<file path="config.mk">
export PLATFORM = sky130hd
export DESIGN_NAME = keypad_scanner
export DESIGN_NICKNAME = d
export VERILOG_FILES = /design/src/rtl/keypad_pkg.sv /design/src/rtl/kp_step_tick.sv /design/src/rtl/kp_row_walker.sv /design/src/rtl/kp_col_sync.sv /design/src/rtl/kp_encoder.sv /design/src/rtl/keypad_scanner.sv
export SDC_FILE = /design/constraint.sdc
export NUM_CORES = 1
export LEC_CHECK = 0
export BUFFER_PORTS_ARGS = -buffer_cell sky130_fd_sc_hd__buf_2
export CAP_MARGIN = 15
export CORE_ASPECT_RATIO = 1.1
export CORE_MARGIN = 2
export CORE_UTILIZATION = 50
export CTS_BUF_LIST = sky130_fd_sc_hd__clkbuf_2 sky130_fd_sc_hd__clkbuf_4 sky130_fd_sc_hd__clkbuf_8
export CTS_CLUSTER_DIAMETER = 120
export DETAILED_ROUTE_END_ITERATION = 10
export PLACE_DENSITY = 0.69
export REMOVE_ABC_BUFFERS = 1
export SETUP_SLACK_MARGIN = 0.02
export SLEW_MARGIN = 20
export SYNTH_ARGS = -nofsm -noshare
export SYNTH_HDL_FRONTEND = slang
export SYNTH_SLANG_ARGS = --single-unit
</file>
<file path="constraint.sdc">
create_clock -name clk -period 3 [get_ports clk]
set_clock_uncertainty 0.05 [all_clocks]
set_input_delay 0.15 -clock clk [delete_from_list [all_inputs] [get_ports clk]]
set_output_delay 0.15 -clock clk [all_outputs]
set_load 0.1 [all_outputs]
</file>
<file path="src/rtl/keypad_pkg.sv">
// Package: default geometry and timing for the keypad scanner.
// Assumes a square-ish matrix of at least 2 rows; the code is one bit wider
// than needed for the key count so that all ones stays free as the idle code.
package keypad_pkg;
    localparam int KP_ROWS     = 4;
    localparam int KP_COLS     = 4;
    localparam int KP_STEP_DIV = 8467;  // ~4 kHz steps from 33.8688 MHz
endpackage

</file>
<file path="src/rtl/kp_step_tick.sv">
// Module: step enable generator.
// Gives a one-cycle pulse every DIV system clocks. Reset and clear restart
// the count so the first pulse lands DIV cycles after release.
// Assumes DIV >= 4 so rows settle through the column synchronizer.
module kp_step_tick #(
    parameter int DIV = keypad_pkg::KP_STEP_DIV
) (
    input  logic clk,
    input  logic rst_n,
    input  logic clr,
    output logic tick
);
    localparam int CW = (DIV > 1) ? $clog2(DIV) : 1;

    logic [CW-1:0] cnt;

    assign tick = (cnt == CW'(DIV - 1));

    // Count system clocks up to DIV-1, then wrap.
    always_ff @(posedge clk) begin
        if (!rst_n || clr) cnt <= '0;
        else if (tick)     cnt <= '0;
        else               cnt <= cnt + 1'b1;
    end

    AST_TICK_GAP: assert property (@(posedge clk) disable iff (!rst_n)
        (tick && !clr) |=> !tick);
endmodule

</file>
<file path="src/rtl/kp_row_walker.sv">
// Module: row drive sequencer.
// A small counter steps once per tick. Count k drives row (k-1) mod ROWS low,
// so the count 0 after reset drives the last row. The sweep ends on the tick
// taken while count is 0, i.e. when the last row's phase closes.
module kp_row_walker #(
    parameter int ROWS = keypad_pkg::KP_ROWS
) (
    input  logic            clk,
    input  logic            rst_n,
    input  logic            clr,
    input  logic            tick,
    output logic [ROWS-1:0] row_n,
    output logic            sweep_end
);
    localparam int RCW = $clog2(ROWS);

    logic [RCW-1:0] cnt;
    logic [RCW-1:0] idx;

    // Advance the row counter on each step, wrapping after ROWS-1.
    always_ff @(posedge clk) begin
        if (!rst_n || clr) cnt <= '0;
        else if (tick)     cnt <= (cnt == RCW'(ROWS - 1)) ? '0 : cnt + 1'b1;
    end

    // Decode the count into a single low row line.
    always_comb begin
        idx   = (cnt == '0) ? RCW'(ROWS - 1) : cnt - 1'b1;
        row_n = ~(ROWS'(1) << idx);
    end

    assign sweep_end = tick && (cnt == '0);

    AST_ROW_STEP: assert property (@(posedge clk) disable iff (!rst_n)
        (tick && !clr) |=> !$stable(row_n));
    AST_ROW_HOLD: assert property (@(posedge clk) disable iff (!rst_n)
        (!tick && !clr) |=> $stable(row_n));
    AST_CLR_ROW: assert property (@(posedge clk) disable iff (!rst_n)
        clr |=> (row_n == ~(ROWS'(1) << (ROWS - 1))));
endmodule

</file>
<file path="src/rtl/kp_col_sync.sv">
// Module: two-flop synchronizer for the asynchronous column lines.
// Resets to all ones (no column pulled low).
module kp_col_sync #(
    parameter int COLS = keypad_pkg::KP_COLS
) (
    input  logic            clk,
    input  logic            rst_n,
    input  logic [COLS-1:0] col_n,
    output logic [COLS-1:0] col_s
);
    logic [COLS-1:0] meta;

    // Move column lines through two flops into the clock domain.
    always_ff @(posedge clk) begin
        if (!rst_n) begin
            meta  <= '1;
            col_s <= '1;
        end else begin
            meta  <= col_n;
            col_s <= meta;
        end
    end
endmodule

</file>
<file path="src/rtl/kp_encoder.sv">
// Module: pattern-to-code encoder with per-sweep arbitration.
// On each step it joins {row_n, col_s} into one pattern and looks it up.
// Hits are gathered over a sweep; one clean hit is published at sweep end,
// anything else publishes the all-ones idle code.
module kp_encoder #(
    parameter int ROWS   = keypad_pkg::KP_ROWS,
    parameter int COLS   = keypad_pkg::KP_COLS,
    parameter int CODE_W = $clog2(ROWS * COLS) + 1
) (
    input  logic              clk,
    input  logic              rst_n,
    input  logic              clr,
    input  logic              tick,
    input  logic              sweep_end,
    input  logic [ROWS-1:0]   row_n,
    input  logic [COLS-1:0]   col_s,
    output logic [CODE_W-1:0] key_code
);
    localparam logic [CODE_W-1:0] IDLE = '1;

    // Look up the code for a joined row/column pattern; IDLE if unmatched.
    function automatic logic [CODE_W-1:0] map_pattern(
        input logic [ROWS+COLS-1:0] pat);
        logic [CODE_W-1:0] res;
        res = IDLE;
        for (int r = 0; r < ROWS; r++) begin
            for (int c = 0; c < COLS; c++) begin
                if (pat == {~(ROWS'(1) << r), ~(COLS'(1) << c)})
                    res = CODE_W'(r * COLS + c);
            end
        end
        return res;
    endfunction

    logic [CODE_W-1:0] row_code, cand, cand_nx;
    logic              row_hit, row_multi;
    logic              seen, multi, seen_nx, multi_nx;

    // Combine this row's result with what the sweep has seen so far.
    always_comb begin
        row_code  = map_pattern({row_n, col_s});
        row_hit   = (row_code != IDLE);
        row_multi = ($countones(~col_s) > 1);
        seen_nx   = seen | row_hit;
        multi_nx  = multi | row_multi | (seen & row_hit);
        cand_nx   = row_hit ? row_code : cand;
    end

    // Track sweep state on each step and publish at sweep end.
    always_ff @(posedge clk) begin
        if (!rst_n || clr) begin
            seen     <= 1'b0;
            multi    <= 1'b0;
            cand     <= IDLE;
            key_code <= IDLE;
        end else if (tick) begin
            if (sweep_end) begin
                key_code <= (seen_nx && !multi_nx) ? cand_nx : IDLE;
                seen     <= 1'b0;
                multi    <= 1'b0;
                cand     <= IDLE;
            end else begin
                seen  <= seen_nx;
                multi <= multi_nx;
                cand  <= cand_nx;
            end
        end
    end

    AST_CODE_HOLD: assert property (@(posedge clk) disable iff (!rst_n)
        (!sweep_end && !clr) |=> $stable(key_code));
    AST_CLR_IDLE: assert property (@(posedge clk) disable iff (!rst_n)
        clr |=> (key_code == IDLE));
    AST_CODE_LEGAL: assert property (@(posedge clk) disable iff (!rst_n)
        (key_code == IDLE) || (key_code < CODE_W'(ROWS * COLS)));
endmodule

</file>
<file path="src/rtl/keypad_scanner.sv">
// Module: keypad scanner top.
// Connects the step enable, row sequencer, column synchronizer and encoder.
// Assumes STEP_DIV >= 4 and ROWS >= 2; column lines may be asynchronous.
module keypad_scanner #(
    parameter int ROWS     = keypad_pkg::KP_ROWS,
    parameter int COLS     = keypad_pkg::KP_COLS,
    parameter int STEP_DIV = keypad_pkg::KP_STEP_DIV,
    parameter int CODE_W   = $clog2(ROWS * COLS) + 1
) (
    input  logic              clk,
    input  logic              rst_n,
    input  logic              clr,
    input  logic [COLS-1:0]   col_n,
    output logic [ROWS-1:0]   row_n,
    output logic [CODE_W-1:0] key_code
);
    logic            tick;
    logic            sweep_end;
    logic [COLS-1:0] col_s;

    kp_step_tick #(.DIV(STEP_DIV)) u_tick (
        .clk(clk), .rst_n(rst_n), .clr(clr), .tick(tick)
    );

    kp_row_walker #(.ROWS(ROWS)) u_rows (
        .clk(clk), .rst_n(rst_n), .clr(clr), .tick(tick),
        .row_n(row_n), .sweep_end(sweep_end)
    );

    kp_col_sync #(.COLS(COLS)) u_sync (
        .clk(clk), .rst_n(rst_n), .col_n(col_n), .col_s(col_s)
    );

    kp_encoder #(.ROWS(ROWS), .COLS(COLS), .CODE_W(CODE_W)) u_enc (
        .clk(clk), .rst_n(rst_n), .clr(clr), .tick(tick),
        .sweep_end(sweep_end), .row_n(row_n), .col_s(col_s),
        .key_code(key_code)
    );
endmodule

</file>
# Yosys cells after proc, flatten, opt, wreduce, memory -nomap -nowiden
# Cells that the tools add are included.
dict set report op_classes {
  n_bitwise 6
  n_mux 23
  addsub 6
  n_lt_le_gt_ge 1
  n_shift 1
  reduce_logical 8
  eq_ne 19
}
# op count
set ops {}
lappend ops {{$eq 8x8->1 const B} 12}
lappend ops {{$mux 5} 19}
lappend ops {{$add 32x32->32} 1}
lappend ops {{$eq 8x7->1 const B} 4}
lappend ops {{$gt 32x2->1 const B} 1}
lappend ops {{$add 14x1->14 const B} 1}
lappend ops {{$eq 14x14->1 const B} 1}
lappend ops {{$not 4->4} 2}
lappend ops {{$ne 5x5->1 const B} 1}
lappend ops {{$add 1x1->2} 2}
lappend ops {{$mux 2} 2}
lappend ops {{$shl 1x2->4 const A} 1}
lappend ops {{$or 1x1->1} 3}
lappend ops {{$add 2x1->2 const B} 1}
lappend ops {{$eq 2x2->1 const B} 1}
lappend ops {{$logic_and 1x1->1} 2}
lappend ops {{$logic_not 1->1} 2}
lappend ops {{$logic_not 2->1} 1}
lappend ops {{$mux 1} 2}
lappend ops {{$reduce_and 2->1} 1}
lappend ops {{$reduce_or 2->1} 1}
lappend ops {{$sub 2x1->2 const B} 1}
lappend ops {{$and 1x1->1} 1}
lappend ops {{$logic_or 1x1->1} 1}
dict set report totals {
  elab_cells 72
  out_inout_bits 9
  ff_bits 36
  input_bits 7
}

# Depth between registers and ports, before layout
dict set report logic_depth {
  depth_word 27
  depth_mapped 8
  depth_no_buf 7
}

# Cells and area by module
# From an unflattened synthesis, not the netlist that was laid out.
dict set report hier_totals {
  cells_unflattened 205
  area_unflattened_um2 1804.2
}
# mod area_per_inst_um2 seq_area_each_um2 cells_each instances
set modules_own_cells {}
lappend modules_own_cells {kp_encoder 793.3 240.2 96 1}
lappend modules_own_cells {kp_step_tick 638.1 280.3 74 1}
lappend modules_own_cells {kp_col_sync 210.2 160.2 16 1}
lappend modules_own_cells {kp_row_walker 162.7 40.0 19 1}

# Worst setup path before layout
# OpenSTA, ideal clock, no wires.
dict set report synth_path {
  path_kind {register to register}
  startpoint {register u_sync.col_s[0]}
  endpoint {register u_enc.key_code[1]}
  path_stages_with_launch 8
  arrival_ps 1825
  path_slack_ps 991
  t_required_ps 2817
  setup_time_ps 133
  cell_sequence {dfxtp_1 -> inv_1 -> ha_1 -> and2_1 -> fa_1 -> nor4_1 -> and3_4 -> a32oi_1}
}
dict set report synth_between {
  elab_chain_len 23
}
# element line
set synth_lines {}
lappend synth_lines {{from (decl)} kp_col_sync.sv:9} ;# output logic [COLS-1:0] col_s
lappend synth_lines {{from (signal assigned)} kp_col_sync.sv:20} ;# col_s <= meta;
lappend synth_lines {{$eq 8x8->1} kp_encoder.sv:28} ;# if (pat == {~(ROWS'(1) << r), ~(COLS'(1) << c)})
lappend synth_lines {{$mux 5 (16 in series)} kp_encoder.sv:28}
lappend synth_lines {{$ne 5x5->1} kp_encoder.sv:42} ;# row_hit = (row_code != IDLE);
lappend synth_lines {{$and 1x1->1} kp_encoder.sv:45} ;# multi_nx = multi | row_multi | (seen & row_hit);
lappend synth_lines {{$or 1x1->1} kp_encoder.sv:45}
lappend synth_lines {{$logic_not 1->1} kp_encoder.sv:58} ;# key_code <= (seen_nx && !multi_nx) ? cand_nx : IDLE;
lappend synth_lines {{$logic_and 1x1->1} kp_encoder.sv:58}
lappend synth_lines {{$mux 5 *} kp_encoder.sv:58}
lappend synth_lines {{to (signal assigned)} kp_encoder.sv:58}
lappend synth_lines {{to (decl)} kp_encoder.sv:17} ;# output logic [CODE_W-1:0] key_code
# Mark *: on every way between the ends. The rest lies on a longest branch, timed or not.
# A chain may end at the register's enable or synchronous reset.

# Final worst setup path
dict set report layout_path {
  startpoint {register u_sync.col_s[0]}
  endpoint {register u_enc.key_code[3]}
}
# The elaborated chain is that of the path after synthesis.

==> run metrics <==
outcome=finished, final reports clean; clk sinks=36; CTS Buffer Depth=2; Critical Path Source=u_sync.col_s[0]; TritonCTS clock tree=done; # diodes=0; Worst setup EP type=register; initial antenna violation count=0; crit path max-delay cell type=fa_1; Crit path buffers/inverters=1; Synthesis Warnings=0; Initial DRT Pass Iterations=4; largest area contributor in the netlist=dfxtp_1; Die Footprint=0.00425 mm2; Post-Synthesis Cell Area=0.00187 mm2; Die Y=68.2 um; Clk pin slew, worst setup/hold paths=70 ps; pwr dens=472 mW/mm2; largest net degree at the start of global routing=15; critical path cell sequence=inv_1, ha_1, and2_1, fa_1, nor4_1, and3_4, a32oi_1; Post-synth ARST share=0; Seq/Total Area, Yosys=0.385; Pint=0.801 mW; drt total wl=3.37 mm; Ports=16; setup tns final=0 ps; DR DRC count=0; Post-synth EDFFs=0; Slew Viols, Final=0; Tmin final=2160 ps; Iter 0 DRT Violations=52; Max FO, Critical Path=5; Layout Nets=240; Worst setup SP type=register; average size of a mapped cell=9.50 um2; Global Route Usage Sum=0.175; cell area after layout=0.00211 mm2; via count of the routed design=1433; Die X=62.3 um; wire length per cell=12.6 um; worst-margin pin slew=576 ps; Seq pwr share=0.488; kind of cell with the highest combined delay on the critical path=adder cells; final setup vio count=0; Area Growth Syn to Fin=12.9%; Buffers on Ports=15; hpwl dp=2.51 mm; layout cells sized above 1=0.156; Final Cycle Share=0.719; Largest stage delay, worst path=450 ps; critical path arrival=2250 ps; Max IR drop VDD=0.000270 V; number of global-route vias before repair=1372; top cells by area, synth=dfxtp_1, ha_1, xor2_1; total CTS buffers=5; top-count cell post-synth=dfxtp_1; Post-DP Area=0.00196 mm2; power share of the combinational group=0.055; maximum operating frequency=464 MHz; total power=0.998 mW; switching power=0.197 mW; Clock Power Share=0.457; core area=0.00363 mm2; library cells used by synthesis=49; switching part of the total=0.197; RR Startpoint=u_sync.col_s[0]; HP Class=in2reg; Synth Flop Type=dfxtp_1; RSZ-0062 raised after global routing=no; top-area cell type share of the netlist area=0.385; DR vias/cell=5.35; CTS HTree Levels=2; Rel. slew slack=0.616; global-route wire length before repair=5.77 mm; DRT antenna net count=0; Clock Latency Late Sink=280 ps; Root Driver=clkbuf_8; Crit Path Category=reg2reg; Routability Congestion=0.847; GR Overflow Total=0; Synth top cells by count=dfxtp_1, inv_1, ha_1, nor2_1, nand2_1; Maximum Capacitance Violations=0; Required @ worst endpoint=3100 ps; Initial Util=0.516; Rows=23; FF+latch count, synth=36; Mapped Cells=197; final hold violation count=0; Leak Pwr=0.901 nW; hold_sp=col_n[2]
## cell usage in the layout (no fill, tap or decap), types with 3 or more instances in the layout
master | synthesis | layout
xor2_1 | 9 | 9
buf_2 | 0 | 15
and2_1 | 3 | 3
nor2_1 | 15 | 15
ha_1 | 15 | 15
nor3_1 | 3 | 3
a32oi_1 | 3 | 3
dlygate4sd3_1 | 0 | 3
nand2b_1 | 11 | 11
inv_1 | 17 | 17
clkbuf_8 | 0 | 7
nand2_1 | 13 | 13
o211ai_1 | 3 | 3
nand4_1 | 4 | 4
nand3_1 | 4 | 4
a21oi_1 | 7 | 7
o21a_1 | 3 | 3
o21ai_0 | 7 | 7
dfxtp_1 | 36 | 36
## cell type report
type | count | area, um2
well taps | 50 | 62.6
repair buffers | 18 | 105
multi-input cells | 139 | 1030
clock buffers | 7 | 96.3
inverters | 17 | 63.8
fillers | 343 | 1510
clock inverters | 1 | 30.0
flip-flops and latches | 36 | 721
## path summary, 6_finish.rpt
check	endpoint	slack, ps	cells after the start
setup reg to reg	u_enc.key_code[3]	840	7
setup / recovery	u_enc.key_code[3]	840	7
hold reg to reg	u_sync.col_s[1]	350	1
hold / removal	u_sync.meta[2]	30	2
## cell families (layout without fill, tap and decap cells)
logic type	count (synthesis)	count (layout)	synth area share
AND/OR/NAND/NOR	73	73	0.238
AO/OA/AOI/OAI	39	39	0.152
flip-flops	36	36	0.385
buffers and inverters	22	43	0.0622
adder cells (fa/ha/maj)	16	16	0.111
XOR/XNOR	10	10	0.0468
multiplexers	1	1	0.00535
## sequential cells by signal (all words and copies together) (netlist names)
signal / cells
u_sync.meta: 4
u_enc.seen: 1
u_sync.col_s: 4
u_enc.key_code: 5
u_rows.cnt: 2
u_enc.multi: 1
u_tick.cnt: 14
u_enc.cand: 5
## power by group through the flow
stage | sequential, mW | clock, mW | combinational, mW
floorplan | 0.498 | 0 | 0.0372
global placement | 0.498 | 0 | 0.0498
detailed placement | 0.499 | 0 | 0.0511
CTS | 0.487 | 0.472 | 0.0545
global route | 0.488 | 0.494 | 0.0605
finish | 0.487 | 0.456 | 0.0545
## stage by stage
step / setup WS [ps] / cells / hold WS [ps] / util
final: 843 / 268 / 26.6 / 0.583
after global routing: 692 / 268 / 20.7 / 0.583
after CTS: 839 / 268 / 16.3 / 0.583
after detailed placement: 845 / 257 / 287 / 0.540
after global placement: 894 / 257 / 279 / 0.540
after floorplan: 990 / 192 / 173 / -
## per-layer routing
layer / routed length (um) / GRT usage
met1: 1530 / 0.185
met2: 1730 / 0.330
met3: 103 / 0.0526
met4: 13 / 0.0750
met5: 0 / 0
## what timing repair did
item,in CTS,in global routing
hold buffers,3,0
buffers inserted,0,0
hold endpoints to repair,3,0
gates resized for setup,0,0
setup endpoints to repair,0,0
## worst register-to-register path, stage by stage (launching register included)
cell,delay [ps]
dfxtp_1,360
inv_1,70
ha_1,280
and2_1,170
fa_1,460
nor4_1,290
and3_4,260
a32oi_1,100
(Power assumes the default switching activity.)
